<file path="src/rtl/sg_chain_walker.sv">
module sg_chain_walker #(
  parameter bit ENG_DIR = 1'b0
) (
  input  logic        clk,
  input  logic        rst_n,
  input  logic        ptr_wr,
  input  logic [31:0] ptr_wdata,
  input  logic        irq_en,
  output logic        mem_req,
  output logic [31:0] mem_addr,
  input  logic        mem_ack,
  input  logic [31:0] mem_rdata,
  input  logic        mem_err,
  output logic        xfer_req,
  output logic [31:0] xfer_addr,
  output logic [31:0] xfer_len,
  input  logic        xfer_ack,
  input  logic        xfer_err,
  output logic        busy,
  output logic        done,
  output logic        err,
  output logic        irq
);

  typedef enum logic [1:0] {S_IDLE, S_FETCH, S_XFER} st_t;

  st_t         st;
  logic [31:0] ptr;
  logic [31:0] d_addr;
  logic [31:0] d_len;
  logic [29:0] d_next;
  logic        d_last;
  logic [1:0]  widx;

  wire abort = ptr_wr && (ptr_wdata[31:2] == 30'd0);
  wire start = ptr_wr && (ptr_wdata[31:2] != 30'd0) && (st == S_IDLE);

  assign mem_req   = (st == S_FETCH);
  assign mem_addr  = ptr + {28'd0, widx, 2'b00};
  assign xfer_req  = (st == S_XFER);
  assign xfer_addr = d_addr;
  assign xfer_len  = d_len;
  assign busy      = (st != S_IDLE);
  assign irq       = done & irq_en;

  always_ff @(posedge clk) begin
    if (!rst_n) begin
      st     <= S_IDLE;
      ptr    <= '0;
      d_addr <= '0;
      d_len  <= '0;
      d_next <= '0;
      d_last <= 1'b0;
      widx   <= '0;
      done   <= 1'b0;
      err    <= 1'b0;
    end else if (abort) begin
      st   <= S_IDLE;
      widx <= '0;
    end else begin
      case (st)
        S_IDLE: if (start) begin
          ptr  <= {ptr_wdata[31:2], 2'b00};
          widx <= '0;
          done <= 1'b0;
          err  <= 1'b0;
          st   <= S_FETCH;
        end
        S_FETCH: if (mem_ack) begin
          if (mem_err) begin
            err  <= 1'b1;
            widx <= '0;
            st   <= S_IDLE;
          end else begin
            case (widx)
              2'd0: begin d_addr <= mem_rdata; widx <= 2'd1; end
              2'd1: begin d_len  <= mem_rdata; widx <= 2'd2; end
              default: begin
                d_next <= mem_rdata[31:2];
                d_last <= mem_rdata[1];
                widx   <= '0;
                if (mem_rdata[0] != ENG_DIR) begin
                  err <= 1'b1;
                  st  <= S_IDLE;
                end else begin
                  st  <= S_XFER;
                end
              end
            endcase
          end
        end
        S_XFER: if (xfer_ack) begin
          if (xfer_err) begin
            err <= 1'b1;
            st  <= S_IDLE;
          end else if (d_last) begin
            done <= 1'b1;
            st   <= S_IDLE;
          end else begin
            ptr <= {d_next, 2'b00};
            st  <= S_FETCH;
          end
        end
        default: st <= S_IDLE;
      endcase
    end
  end


  start_fetch_chk: assert property (@(posedge clk) disable iff (!rst_n)
    start |=> mem_req && (mem_addr == {$past(ptr_wdata[31:2]), 2'b00}));


  mem_hold_chk: assert property (@(posedge clk) disable iff (!rst_n)
    mem_req && !mem_ack && !abort |=> mem_req && $stable(mem_addr));


  xfer_hold_chk: assert property (@(posedge clk) disable iff (!rst_n)
    xfer_req && !xfer_ack && !abort |=> xfer_req && $stable(xfer_addr) && $stable(xfer_len));


  req_excl_chk: assert property (@(posedge clk) disable iff (!rst_n)
    !(mem_req && xfer_req));


  done_rise_chk: assert property (@(posedge clk) disable iff (!rst_n)
    $rose(done) |-> $past(xfer_req && xfer_ack && !xfer_err));


  done_clear_chk: assert property (@(posedge clk) disable iff (!rst_n)
    start |=> !done);


  err_sticky_chk: assert property (@(posedge clk) disable iff (!rst_n)
    err && !start |=> err);


  abort_chk: assert property (@(posedge clk) disable iff (!rst_n)
    abort |=> !busy && !mem_req && !xfer_req);


  ignore_wr_chk: assert property (@(posedge clk) disable iff (!rst_n)
    ptr_wr && busy && !abort && !(xfer_req && xfer_ack) |=> $stable(ptr));

endmodule

</file>
<file path="config.mk">
export PLATFORM = sky130hd
export DESIGN_NAME = sg_chain_walker
export DESIGN_NICKNAME = d
export VERILOG_FILES = /design/src/rtl/sg_chain_walker.sv
export SDC_FILE = /design/constraint.sdc
export NUM_CORES = 1
export LEC_CHECK = 0
export BUFFER_PORTS_ARGS = -buffer_cell sky130_fd_sc_hd__buf_2
export CELL_PAD_IN_SITES_DETAIL_PLACEMENT = 0
export CELL_PAD_IN_SITES_GLOBAL_PLACEMENT = 1
export CORE_MARGIN = 2
export CORE_UTILIZATION = 35
export DETAILED_ROUTE_END_ITERATION = 8
export GPL_ROUTABILITY_DRIVEN = 0
export PLACE_DENSITY_LB_ADDON = 0.1
export SYNTH_ARGS = -nofsm -noshare
export SYNTH_HDL_FRONTEND = slang
export SYNTH_SLANG_ARGS = --single-unit
</file>
<file path="constraint.sdc">
create_clock -name clk -period 3.3 [get_ports clk]
set_input_delay 0.66 -clock clk [delete_from_list [all_inputs] [get_ports clk]]
set_output_delay 0.66 -clock clk [all_outputs]
set_load 0.02 [all_outputs]
</file>
* Word-level counts from Yosys, hierarchy flattened
Index checks and enable logic that the tools add are counted.
Word-level totals: bits in read-only memories 0, RAM bits 0, memories kept 0, word-level logic and storage cells 79, register bits after elaboration 133, input bits 72, output and inout bits 102, bits in latches 0
Operators by class: divide/modulo/power cells 0, add/sub/neg operators 1, equal/unequal tests 12, $lt $le $gt $ge 0, multiply operators 0, shift-type cells 0, mux-type cells 31, bitwise operators 5, reduce and logical (&&, ||, !) cells 21
Operator list (number):
- 2-to-1 mux 32 bit | 4
- one-hot mux 32 bit (2 select lines) | 1
- adder 32 x 4 -> 32 bit | 1
- logical NOT 30 bit | 1
- nonzero test 30 bit | 1
- 2-to-1 mux 2 bit | 9
- AND reduction 5 bit | 3
- 2-to-1 mux 1 bit | 12
- AND reduction 6 bit | 2
- != test 2 x 1 -> 1 bit, second input constant | 4
- one-hot mux 2 bit (2 select lines) | 2
- AND reduction 8 bit | 1
- != test 2 bit, second input constant | 3
- one-hot mux 2 bit (3 select lines) | 1
- nonzero test 2 bit | 3
- equality test 2 x 1 -> 1 bit, second input constant | 2
- logical NOT 2 bit | 2
- NOT 1 bit | 4
- AND reduction 4 bit | 1
- OR reduction 2 bit | 2
- logical AND 1 bit | 3
- != test 3 x 1 -> 1 bit, second input constant | 1
- != test 3 x 2 -> 1 bit, second input constant | 1
- one-hot mux 1 bit (3 select lines) | 1
- other kinds (5) | 5

* Longest topological paths before layout
Gate-level depths: netlist of the first run.
word-level depth 6, depth in mapped cells 9

* Worst setup path before layout of the first run
Ideal clock, no wire load.
path type register to output, start register widx[0], end output mem_addr[18], cell stages (with the launch flop) 8, path slack 309 ps, data arrival time 2331 ps, path buffers 0, cells stage by stage dfxtp_1 > ha_1 > inv_1 > fa_1 > or3_1 > nor2_1 > nand4_1 > xnor2_1
On the way: longest elaborated chain between the ends 1
RTL lines:
- start, declared | RTL line 33 | logic [1:0] widx;
- start signal, assigned | RTL line 54 | widx <= '0;
- start signal, assigned | RTL line 59 | widx <= '0;
- start signal, assigned | RTL line 64 | widx <= '0;
- adder 32 x 4 -> 32 bit | RTL line 39 | assign mem_addr = ptr + {28'd0, widx, 2'b00};
- end, declared | RTL line 10 | output logic [31:0] mem_addr,
Every way passes these cells.

* Final worst setup path of the first run
Same ends and word-level chain as after synthesis.

==> results of run 1 <==
[registers in the layout, indices dropped and copies added (netlist names)]
register   count
d_next        30
ptr           30
err            1
xfer_len      32
done           1
widx           2
d_last         1
st             2
xfer_addr     32
[cells in the final DEF, fill, tap and decap left out, types with 5 or more instances in the layout]
cell       Yosys  final
o211a_1       31     31
inv_1         10     10
dfxtp_1      131    129
buf_4          5     11
nor2_1         9      8
o21ai_1       10     10
mux2i_1       97     97
nand3_2       20     20
nand2_1      140    140
xnor2_1       23     23
buf_2          4    167
nand4_1       13     13
nor4_1         5      5
o21ai_2       20     20
clkbuf_16      0     17
xor2_1         5      5
nand3_1       22     22
[critical path: cells and delay by family, from the launching register on]
kind          cells  cell delay, ns
fa+ha+maj         2            0.55
simple gates      3            0.64
xor+xnor          1            0.20
buf+inv           3            0.38
flops             1            0.36
[per-layer routing]
| layer | wire length, um | vias up |
|---|---|---|
| li1 | - | 2567 |
| met1 | 8394 | 2401 |
| met2 | 7372 | 118 |
| met3 | 989 | 10 |
| met4 | 113 | 0 |
| met5 | 0 | - |
[per-stage QoR]
step                      instances   TNS, ns  hold WS [ns]  instance area [um^2]
after floorplan                 642         0        0.4379                  6335
after global placement         1004         0        0.4425                  7229
after detailed placement       1004         0        0.4503                  7229
after CTS                      1036         0        0.4598                  7855
after global routing           1040  -0.01207        0.4743                  7904
final                          1040         0        0.4579                  7904
[area by class of cell]
cell class	count	share of cell area
Clock buffer	23	0.06174
Inverter	10	0.004749
Timing Repair Buffer	184	0.1292
Clock inverter	9	0.01599
Sequential cell	131	0.3324
Tap cell	229	0.03625
Multi-Input combinational cell	454	0.4197
[worst min-delay path by stage]
stage,endpoint,depth (start not counted)
after global placement,xfer_len[20],2
after floorplan,d_next[20],2
after global routing,xfer_len[10],2
after CTS,xfer_addr[25],2
final,xfer_len[31],2
after detailed placement,xfer_len[12],2
[repair_timing]
item                       in CTS  in global routing
hold buffers                    0                  0
setup endpoints to repair       9                 12
setup buffers                   0                  4
pin swaps                       0                  4
gates resized for setup         4                  7
[report_power, final]
part / switching [mW] / internal [mW] / total [mW]
logic: 0.810 / 0.541 / 1.35
clock network: 0.686 / 1.26 / 1.95
registers: 0.203 / 1.78 / 1.98
[cell families (layout without fill, tap and decap cells)]
kind of cell	Yosys count	in the layout	synth area share
AO/OA/AOI/OAI	73	73	0.1010
AND/OR/NAND/NOR	247	247	0.2111
multiplexers	97	97	0.1534
adder cells (fa/ha/maj)	7	7	0.01502
XOR/XNOR	28	28	0.03873
other	1	2	0.0005923
flip-flops	131	131	0.4142
buffers and inverters	57	226	0.06601
==> flow_metrics.py, run 1 <==
metrics = {
    "grt": {
        "gr-total-overflow": 0,
        "grt_pass1_wl_um": 27300,
        "use_met2": 0.2634,
        "antenna_found_initial": 0,
        "busiest_layer": "met2",
        "globalRouteMet1Util": 0.2533,
        "grt_use_total": 0.1794,
        "grt_pass1_vias": 4973,
        "grtUsageMet3": 0.05854,
        "grt_max_degree": 105,
    },
    "sta": {
        "fin_crit_sh": 0.9644,
        "max_freq_ghz": 0.3142,
        "finalSetupViolations": 0,
        "tightest_slew_ns": 0.7994,
        "slew_viol_final": 0,
        "worst_slack_ns": 0.1176,
        "fin_crit_ns": 3.182,
        "relSlewSlack": 0.4671,
        "finClkSkew_ns": 0.005955,
        "hold_viol": 0,
    },
    "clock_network": {
        "clock_latency_ns": 0.41,
        "ctsHtreeMaxLevel": 4,
        "cts_buffers": 17,
        "clock_path_buffers": 2,
        "clkSinkCount": 131,
        "cts.clk_slew.worst_paths_ns": 0.05,
        "clockRootBuffer": "clkbuf_16",
        "cts_tree": "done",
    },
    "die": {
        "fp.dieH_um": 138.5,
        "ios": 174,
        "dieArea_um2": 19180,
        "rows": 49,
        "fp.dieW_um": 138.5,
        "start_util": 0.3549,
        "core_region_area_um2": 17840,
    },
    "synth": {
        "ys_warn_count": 0,
        "synth_area_um2": 6331,
        "synthArstFlopShare": 0,
        "ys_types": 52,
        "synthFlopType": "dfxtp_1",
        "ys_ff_latch": 131,
        "synth_top_cell_by_area": "dfxtp_1",
        "synth_area_leaders": "dfxtp_1, mux2i_1, nand2_1, o211a_1, xnor2_1",
        "synth.top_cell.area_share": 0.4142,
        "yosysSeqAreaShare": 0.4142,
        "synth_common_cells": "nand2_1, dfxtp_1, mux2i_1",
        "synth_most_common_cell": "nand2_1",
        "syn_avg_cell_area_um2": 9.877,
        "synth_edf_count": 0,
        "syn_inst": 641,
    },
    "power": {
        "ir_drop_uv": 374.0,
        "p_leak_nw": 3.966,
        "power_density_nw_per_um2": 668.7,
        "p_total_mw": 5.285,
    },
    "cells_and_area": {
        "drive_above_1_share": 0.3428,
        "regArea_um2": 2628,
        "fin_util": 0.4430,
        "fillCellCount": 1791,
        "area_growth_pct": 24.84,
        "multi_input_area_um2": 3317,
        "finalNetCount": 877,
        "antenna-diode-count": 0,
    },
    "critical_path": {
        "required_ns": 2.64,
        "crit_path_end": "mem_addr[18]",
        "timing.rr.end": "xfer_len[16]",
        "cp_slowest_cell": "or3_4",
        "rr_worst_depth": 7,
        "setup.worst_path.start": "widx[0]",
        "cp_slowest_stage_delay_ns": 0.42,
        "r2r_slack_ns": 0.98,
        "crit_type": "reg2out",
        "cp_cell_sequence": "ha_2, inv_1, fa_2, or3_4, nor2_4, buf_6, nand4_1, xnor2_1, buf_2",
        "cp_max_fo": 7,
        "cp_data_arrival_time_ns": 2.52,
        "r2r_start": "st[1]",
        "start_kind": "register",
        "cp-end-kind": "output port",
    },
    "worst_hold_path": {
        "min_from": "xfer_len[31]",
        "hp-class": "reg2reg",
    },
    "route": {
        "wl_per_cell_um": 16.22,
        "vias": 5096,
        "ant_nets": 0,
        "wirelength_um": 16870,
        "via_per_inst": 4.900,
        "dr.pass1.iters": 4,
        "route.detailed.drc": 0,
        "first_iter_violations": 190,
    },
    "placed_design": {
        "place_ws_ns": 0.1957,
        "numPortBuffers": 169,
        "hpwl_um": 12530,
    },
    "job": {
        "maxCapViolCount": 0,
    },
    "outcome": {
        "outcome": "complete, no violations",
    },
}
(Power assumes the default switching activity.)
==> inputs of run 2 (changes only) <==
- CORE_ASPECT_RATIO: default -> 0.6
==> run 2 against run 1 <==
Net effect:
- largest power group is now the clock network
- power grew 1.9%
- non-clock buffer count shrank 2
- fmax grew 0.65%
- global-route usage grew 0.86 points
- core utilization is essentially flat
- clock skew grew 0.0070 ns
- cell area grew 0.13%
- critical path type unchanged
==> flow_metrics.py, run 2 (synthesis gave the netlist of run 1 again) <==
metrics = {
    "outcome": {
        "outcome": "complete, no violations",
    },
    "worst_hold_path": {
        "min_from": "d_next[3]",
        "hp-class": "reg2reg",
    },
    "critical_path": {
        "r2r_slack_ns": 0.98,
        "start_kind": "register",
        "cp-end-kind": "output port",
        "cp_cell_sequence": "ha_2, inv_1, fa_2, or3_4, nor2_1, buf_4, nand4_1, xnor2_1, buf_4",
        "cp_max_fo": 7,
        "crit_type": "reg2out",
        "cp_slowest_cell": "fa_2",
        "cpMostUsedCell": "buf_4",
        "cp_data_arrival_time_ns": 2.50,
        "r2r_start": "st[1]",
        "required_ns": 2.64,
        "cp_slowest_stage_delay_ns": 0.38,
        "setup.worst_path.start": "ptr[2]",
    },
    "die": {
        "start_util": 0.3541,
        "core_region_area_um2": 17880,
        "fp.dieH_um": 108.2,
        "fp.dieW_um": 177.6,
        "ios": 174,
        "rows": 38,
        "dieArea_um2": 19220,
    },
    "route": {
        "first_iter_violations": 250,
        "wirelength_um": 17720,
        "ant_nets": 0,
        "dr.pass1.iters": 5,
        "route.detailed.drc": 0,
        "via_per_inst": 4.859,
        "vias": 5092,
        "wl_per_cell_um": 16.91,
    },
    "sta": {
        "max_freq_ghz": 0.3163,
        "tightest_slew_ns": 0.6687,
        "finalSetupViolations": 0,
        "finClkSkew_ns": 0.01291,
        "fin_crit_ns": 3.162,
        "finalSetupTns_ns": 0,
        "slew_viol_final": 0,
        "fin_crit_sh": 0.9581,
        "relSlewSlack": 0.5542,
        "rsz0062_at_grt": "no",
        "hold_viol": 0,
        "worst_slack_ns": 0.1381,
    },
    "clock_network": {
        "cts.clk_slew.worst_paths_ns": 0.06,
        "clkSinkCount": 131,
        "cts_tree": "done",
        "clock_path_buffers": 2,
        "ctsHtreeMaxLevel": 4,
        "cts_buffers": 17,
        "clockRootBuffer": "clkbuf_16",
        "cts_hold_buffers": 0,
        "clock_latency_ns": 0.42,
    },
    "cells_and_area": {
        "final_common_cell": "buf_2",
        "final_cell_mix": "buf_2, nand2_1, dfxtp_1",
        "area_growth_pct": 25.00,
        "fin_util": 0.4427,
        "fillCellCount": 1775,
        "drive_above_1_share": 0.3403,
        "antenna-diode-count": 0,
        "finalNetCount": 875,
        "design_area_um2": 7914,
    },
    "power": {
        "p_leak_nw": 3.960,
        "p_total_mw": 5.386,
        "power_density_nw_per_um2": 680.6,
        "ir_drop_uv": 305.4,
    },
    "grt": {
        "antenna_found_initial": 0,
        "grt_max_degree": 61,
        "grt_pass1_wl_um": 27280,
        "grt_pass1_vias": 4893,
        "gr-total-overflow": 0,
        "grt_use_total": 0.1880,
    },
    "placed_design": {
        "placed_cell_area_um2": 7259,
        "hpwl_um": 13250,
        "place_ws_ns": 0.3851,
        "numPortBuffers": 169,
    },
    "job": {
        "maxCapViolCount": 0,
    },
}
## run 2: cell count changes in the layout (fill, tap and decap cells not counted), sizes merged
cell / previous run / this run
clkinv: 5 / 4
buf: 184 / 182
inv: 10 / 14
bufinv: 3 / 4
clkinvlp: 1 / 2
clkbuf: 23 / 17
## run 2: final timing paths
kind / to / cells past startpoint
setup / recovery: mem_addr[18] / 9
hold / removal: d_next[3] / 2
setup reg to reg: xfer_len[15] / 7
hold reg to reg: d_next[3] / 2
## run 2: final cells by class
class                   count  area (um^2)  area share
clock inverters            14        203.9     0.02577
multi-input cells         454         3309      0.4182
repair buffers            182         1013      0.1281
flip-flops and latches    131         2624      0.3315
well taps                 240        300.3     0.03794
inverters                  10        37.54    0.004743
clock buffers              17        425.4     0.05375
## run 2: metal layers
layer | vias to the layer above | track usage | routed length (um)
li1 | 2570 | - | -
met1 | 2365 | 0.2942 | 9791
met2 | 144 | 0.2461 | 6722
met3 | 13 | 0.04817 | 1045
met4 | 0 | 0.05211 | 164
met5 | - | 0 | 0
## run 2: what timing repair did
item	CTS	global route
setup buffers	0	1
gates resized for setup	2	5
pin swaps	0	5
endpoints found under the setup margin	3	7
## run 2: worst max-delay path, delay by kind of cell (launching register included)
kind          cells  cell delay [ns]
xor+xnor          1             0.20
fa+ha+maj         2             0.58
buf+inv           3             0.39
flops             1             0.34
simple gates      3             0.60
## run 2: report_power, final
part / leakage (nW) / internal [mW] / switching (mW) / total [mW]
Clock: 0.302 / 1.27 / 0.757 / 2.03
Sequential: 1.06 / 1.78 / 0.211 / 1.99
Combinational: 2.59 / 0.546 / 0.819 / 1.37
Total: 3.96 / 3.60 / 1.79 / 5.39
## run 2: stage by stage
| stage | instances | hold WS (ns) |
|---|---|---|
| 2_1_floorplan | 642 | 0.4379 |
| 3_3_place_gp | 1016 | 0.4425 |
| 3_5_place_dp | 1016 | 0.4493 |
| 4_1_cts | 1047 | 0.4621 |
| 5_1_grt | 1048 | 0.4750 |
| 6_report | 1048 | 0.4591 |
